<file path="config.mk">
export PLATFORM = sky130hd
export DESIGN_NAME = shiftadd_mul
export DESIGN_NICKNAME = d
export VERILOG_FILES = /design/src/rtl/shiftadd_mul_pkg.sv /design/src/rtl/sam_ctrl.sv /design/src/rtl/sam_sign_fix.sv /design/src/rtl/sam_datapath.sv /design/src/rtl/shiftadd_mul.sv
export SDC_FILE = /design/constraint.sdc
export NUM_CORES = 1
export LEC_CHECK = 0
export ABC_AREA = 1
export BUFFER_PORTS_ARGS = -buffer_cell sky130_fd_sc_hd__buf_2
export CAP_MARGIN = 0
export CORE_UTILIZATION = 60
export DETAILED_ROUTE_END_ITERATION = 8
export PLACE_DENSITY_LB_ADDON = 0.2
export SYNTH_ARGS = -nofsm -noshare
export SYNTH_HDL_FRONTEND = slang
export SYNTH_SLANG_ARGS = --single-unit
</file>
<file path="constraint.sdc">
create_clock -name clk -period 3.9 [get_ports clk]
set_input_delay 0.39 -clock clk [delete_from_list [all_inputs] [get_ports clk]]
set_output_delay 0.39 -clock clk [all_outputs]
set_load 0.02 [all_outputs]
</file>
<file path="src/rtl/shiftadd_mul_pkg.sv">
package shiftadd_mul_pkg;
  typedef enum logic [1:0] {
    MODE_LO  = 2'b00,
    MODE_HUU = 2'b01,
    MODE_HSU = 2'b10,
    MODE_HSS = 2'b11
  } mul_mode_e;

  typedef enum logic [2:0] {
    ST_IDLE,
    ST_LOOP,
    ST_FIX_SU,
    ST_FIX_SS,
    ST_DONE
  } mul_state_e;
endpackage

</file>
<file path="src/rtl/sam_ctrl.sv">
module sam_ctrl
  import shiftadd_mul_pkg::*;
#(
  parameter int WIDTH = 32
) (
  input  logic      clk,
  input  logic      rst,
  input  logic      accept,
  input  mul_mode_e mode_in,
  output mul_mode_e mode_q,
  output logic      idle,
  output logic      step,
  output logic      fix_su,
  output logic      fix_ss,
  output logic      done
);
  localparam int CNT_W = $clog2(WIDTH);
  localparam logic [CNT_W-1:0] LAST = CNT_W'(WIDTH - 1);

  mul_state_e       state_q;
  logic [CNT_W-1:0] iter_q;

  always_ff @(posedge clk) begin
    if (rst) begin
      state_q <= ST_IDLE;
      iter_q  <= '0;
      mode_q  <= MODE_LO;
    end else begin
      case (state_q)
        ST_IDLE: begin
          if (accept) begin
            state_q <= ST_LOOP;
            iter_q  <= '0;
            mode_q  <= mode_in;
          end
        end
        ST_LOOP: begin
          iter_q <= iter_q + 1'b1;
          if (iter_q == LAST) begin
            if (mode_q == MODE_HSU || mode_q == MODE_HSS) state_q <= ST_FIX_SU;
            else                                          state_q <= ST_DONE;
          end
        end
        ST_FIX_SU: state_q <= (mode_q == MODE_HSS) ? ST_FIX_SS : ST_DONE;
        ST_FIX_SS: state_q <= ST_DONE;
        ST_DONE:   state_q <= ST_IDLE;
        default:   state_q <= ST_IDLE;
      endcase
    end
  end

  assign idle   = (state_q == ST_IDLE);
  assign step   = (state_q == ST_LOOP);
  assign fix_su = (state_q == ST_FIX_SU);
  assign fix_ss = (state_q == ST_FIX_SS);
  assign done   = (state_q == ST_DONE);
endmodule

</file>
<file path="src/rtl/sam_sign_fix.sv">
module sam_sign_fix #(
  parameter int WIDTH = 32
) (
  input  logic [WIDTH-1:0] hi_in,
  input  logic [WIDTH-1:0] mcand,
  input  logic [WIDTH-1:0] mplr_keep,
  input  logic             sel_su,
  input  logic             sel_ss,
  output logic [WIDTH-1:0] hi_out
);
  logic [WIDTH-1:0] sub;

  always_comb begin
    sub = '0;
    if (sel_su && mcand[WIDTH-1])         sub = mplr_keep;
    else if (sel_ss && mplr_keep[WIDTH-1]) sub = mcand;
    hi_out = hi_in - sub;
  end
endmodule

</file>
<file path="src/rtl/sam_datapath.sv">
module sam_datapath #(
  parameter int WIDTH = 32
) (
  input  logic             clk,
  input  logic             rst,
  input  logic             load,
  input  logic             step,
  input  logic             fix_su,
  input  logic             fix_ss,
  input  logic [WIDTH-1:0] op_mcand,
  input  logic [WIDTH-1:0] op_mplr,
  output logic [WIDTH-1:0] lo_acc,
  output logic [WIDTH-1:0] hi_acc
);
  logic [WIDTH-1:0] mcand_q, keep_q, mplr_l_q, mplr_r_q;
  logic [WIDTH-1:0] lo_next, hi_next, hi_fixed;
  logic [WIDTH:0]   hi_sum;

  // low half: shift first, then add when the top of the left-moving copy is set
  assign lo_next = {lo_acc[WIDTH-2:0], 1'b0} + (mplr_l_q[WIDTH-1] ? mcand_q : '0);

  // high half: add when the bottom of the right-moving copy is set, carry enters top bit
  assign hi_sum  = {1'b0, hi_acc} + {1'b0, (mplr_r_q[0] ? mcand_q : '0)};
  assign hi_next = hi_sum[WIDTH:1];

  sam_sign_fix #(.WIDTH(WIDTH)) fix_i (
    .hi_in    (hi_acc),
    .mcand    (mcand_q),
    .mplr_keep(keep_q),
    .sel_su   (fix_su),
    .sel_ss   (fix_ss),
    .hi_out   (hi_fixed)
  );

  always_ff @(posedge clk) begin
    if (rst) begin
      mcand_q  <= '0;
      keep_q   <= '0;
      mplr_l_q <= '0;
      mplr_r_q <= '0;
      lo_acc   <= '0;
      hi_acc   <= '0;
    end else if (load) begin
      mcand_q  <= op_mcand;
      keep_q   <= op_mplr;
      mplr_l_q <= op_mplr;
      mplr_r_q <= op_mplr;
      lo_acc   <= '0;
      hi_acc   <= '0;
    end else if (step) begin
      lo_acc   <= lo_next;
      hi_acc   <= hi_next;
      mplr_l_q <= {mplr_l_q[WIDTH-2:0], 1'b0};
      mplr_r_q <= {1'b0, mplr_r_q[WIDTH-1:1]};
    end else if (fix_su || fix_ss) begin
      hi_acc   <= hi_fixed;
    end
  end
endmodule

</file>
<file path="src/rtl/shiftadd_mul.sv">
module shiftadd_mul
  import shiftadd_mul_pkg::*;
#(
  parameter int WIDTH = 32
) (
  input  logic             clk,
  input  logic             rst,
  input  logic             in_valid,
  output logic             in_ready,
  input  logic [WIDTH-1:0] in_mcand,
  input  logic [WIDTH-1:0] in_mplr,
  input  logic [1:0]       in_mode,
  output logic             done,
  output logic [WIDTH-1:0] result
);
  logic             accept, step, fix_su, fix_ss;
  mul_mode_e        mode_q;
  logic [WIDTH-1:0] lo_acc, hi_acc;

  assign accept = in_valid && in_ready;

  sam_ctrl #(.WIDTH(WIDTH)) ctrl_i (
    .clk    (clk),
    .rst    (rst),
    .accept (accept),
    .mode_in(mul_mode_e'(in_mode)),
    .mode_q (mode_q),
    .idle   (in_ready),
    .step   (step),
    .fix_su (fix_su),
    .fix_ss (fix_ss),
    .done   (done)
  );

  sam_datapath #(.WIDTH(WIDTH)) dp_i (
    .clk     (clk),
    .rst     (rst),
    .load    (accept),
    .step    (step),
    .fix_su  (fix_su),
    .fix_ss  (fix_ss),
    .op_mcand(in_mcand),
    .op_mplr (in_mplr),
    .lo_acc  (lo_acc),
    .hi_acc  (hi_acc)
  );

  assign result = !done ? '0 : (mode_q == MODE_LO) ? lo_acc : hi_acc;
endmodule

</file>
==> metrics.txt <==
final setup violation count 0; Die X 161.8 um; hold depth 3; max-cap viol count 0; antenna-violating nets left 0; slack of the worst reg-to-reg path 0.45 ns; register area 0.004044 mm^2; drt total wl 50.26 mm; Distinct cells, synth 44; gr usage total 38.24%; post_cts resized 0; die area 0.02619 mm^2; Synth-to-Final Area Change 10.12%; clock buffer depth 3; Post-Synthesis Cells 2571; static leakage 0.009131 uW; peak per-stage delay on the critical path 0.48 ns; Primary FF master, synth dfxtp_1; Worst Path Arrival 3.93 ns; CORE AREA 0.02511 mm^2; largest net degree at the start of global routing 78; Iteration-0 DRC Markers 1744; post-DP HPWL 39.00 mm; routed vias 16.90k; Fin. Hold Viols 0; Final Cycle Share 88.36%; die height 161.8 um; cell taking the most area after synthesis dfxtp_1; number of core rows 58; drt drc 0; root buf cell clkbuf_16; Post-synth EDFFs 0; kind of critical path reg -> reg; H-tree depth 1; worst path cell trace inv_1 > nor2_1 > nand2_1 > nor2_2 > buf_4 > nand2_1 > o21ai_0 > ha_1 > inv_1 > fa_1 > nand3_1 > nand3_1 > nand2_1 > nand2_1 > nand3_1 > nand3_1 > nand2_1 > nand3_1 > nand2_1 > nor2_1 > nor2_1; Post-CTS Hold Buffers 0; worst skew pair latency 0.55 ns; RR Startpoint ctrl_i.state_q[1]; IO Pins 103; status complete, no violations; layout cells sized above 1 7.270%; Pins Over Slew Limit 0; Avg Vias per Cell 5.688; FF+latch count, synth 202; Hold Path End ctrl_i.mode_q[0]; Clk pwr share 34.3%; critical path peak fanout 31; achievable frequency 0.2902 GHz; worst r2r dst dp_i.hi_acc[24]; routed wire length per instance 16.92 um; most frequent cell on the critical path nand2_1; Flop pwr share 33.4%; Layout Skew 0.008651 ns; largest vdd supply drop 0.4149 mV; RSZ-0062 raised after global routing no; top-count cell post-synth nand2_1; Cells after DPL 2930; Max-slew headroom 23.87%; Clock transition at path regs 0.06 ns; Required @ worst endpoint 4.38 ns; initial antenna violation count 0; hold_sp in_mode[0]; CP max-delay cell dfxtp_1; vias in the first global route 15.83k; post-layout min period 3.446 ns; Comb power frac 32.3%; GRT overflow 0; nets 2791; startpoint types flop; syn_nets 2737; port bufs 102; final cell count without fillers 2971; sw power 2815 uW; Syn. warnings 0; DRT Pass-1 Iters 6; first-pass GRT wire length 79.70 mm; CTS tree done; Multi-input gate area 0.009216 mm^2; # fillers 2394; Power Density 439.6 mW/mm^2; Post-Syn Area 0.01533 mm^2; Internal 4604 uW; R2R cell count 21; CTS buffer count 23; postcts setup bufs 0; setup TNS 0 ns; commonest cells in the netlist nand2_1 (684), inv_1 (428), nand3_1 (295); Async S/R FF share, synth 0%; Yosys top cell area share 26.38%; syn_area_per_cell 5.962 um^2; switching share of total power 37.94%; Crit. End Element flop; largest cells by area after synthesis dfxtp_1 (26%), nand2_1 (17%), inv_1 (10%); Starting Density 61.04%; register area share after synthesis 26.38%; CTS Sinks 202; worst min-delay path class in -> reg; worst slew pin tran 1.140 ns; antenna cells 0; routability congestion estimate 1.054
==> per-stage QoR <==
step / setup slack (ns) / area, um^2 / utilization [%] / power (uW) / hold WS [ns]
2_1_floorplan: 1.169 / 15330 / - / 4167 / 0.4191
3_3_place_gp: 0.7571 / 16010 / 63.75 / 4794 / 0.4377
3_5_place_dp: 0.5863 / 16010 / 63.75 / 4837 / 0.4390
4_1_cts: 0.5577 / 16880 / 67.22 / 7362 / 0.05595
5_1_grt: 0.2219 / 16880 / 67.22 / 7814 / 0.07824
6_report: 0.4540 / 16880 / 67.22 / 7420 / 0.06327
==> worst max-delay path, delay by kind of cell, from the launching register on <==
family / cells / cell delay, ns
compound gates: 1 / 0.09
fa+ha+maj: 2 / 0.62
buf+inv: 3 / 0.51
flops: 1 / 0.48
simple gates: 15 / 1.67
==> power groups by stage <==
stage	Clock, uW	Sequential [uW]	Combinational [uW]
after global placement	0	2510	2290
after CTS	2550	2470	2340
after floorplan	0	2410	1750
after detailed placement	0	2510	2320
final	2540	2480	2390
after global routing	2630	2490	2690
==> final cells by class <==
cell class / instances / area share, %
Clock buffer: 30 / 3.684
Clock inverter: 11 / 1.483
Inverter: 440 / 9.792
Multi-Input combinational cell: 1835 / 54.60
Sequential cell: 202 / 23.96
Tap cell: 330 / 2.446
Timing Repair Buffer: 123 / 4.033
==> per-layer routing <==
layer,routed length [um],share of wire (%),track usage [%],vias to the layer above
met5,0,0,0,-
li1,-,-,-,8352
met1,20760,41,48.89,7664
met4,2201,4.4,16.55,0
met2,23100,46,64.73,756
met3,4202,8.4,4.520,128
==> registers in the layout, summed over array words and instances (netlist names) <==
signal and count:
ctrl_i.iter_q 5, dp_i.keep_q 32, dp_i.hi_acc 32, ctrl_i.state_q 3, dp_i.lo_acc 32, ctrl_i.mode_q 2
dp_i.mplr_r_q 32, dp_i.mplr_l_q 32, dp_i.mcand_q 32
==> cells by family (layout without fill, tap and decap cells) <==
logic type / Yosys count / in the layout / share of synthesized area (%)
flops: 202 / 202 / 26.38
mux: 1 / 1 / 0.06531
xor+xnor: 19 / 19 / 1.086
fa+ha+maj: 97 / 97 / 8.065
compound gates: 456 / 456 / 16.20
buf+inv: 534 / 604 / 13.62
simple gates: 1262 / 1262 / 34.58
==> worst max path at each step <==
| stage | from | endpoint | slack (ns) |
|---|---|---|---|
| floorplan | ctrl_i.state_q[1] | dp_i.hi_acc[28] | 1.17 |
| global placement | ctrl_i.state_q[1] | dp_i.hi_acc[24] | 0.76 |
| detailed placement | ctrl_i.state_q[1] | dp_i.hi_acc[24] | 0.59 |
| CTS | ctrl_i.state_q[1] | dp_i.hi_acc[24] | 0.56 |
| global route | ctrl_i.state_q[1] | dp_i.hi_acc[24] | 0.22 |
| finish | ctrl_i.state_q[1] | dp_i.hi_acc[24] | 0.45 |
==> cell usage in the layout (no fill, tap or decap), drive strengths merged, types with 11 or more instances in the layout <==
| cell | Yosys | final |
|---|---|---|
| a21oi | 245 | 245 |
| buf | 40 | 123 |
| clkbuf | 54 | 30 |
| dfxtp | 202 | 202 |
| ha | 94 | 94 |
| inv | 439 | 440 |
| nand2 | 686 | 686 |
| nand3 | 295 | 295 |
| nand3b | 15 | 15 |
| nor2 | 228 | 228 |
| nor3 | 18 | 18 |
| o211ai | 23 | 23 |
| o21ai | 144 | 144 |
| o21bai | 11 | 11 |
| o311ai | 15 | 15 |
| xor2 | 16 | 16 |
Power figures use the tool's default switching activity.
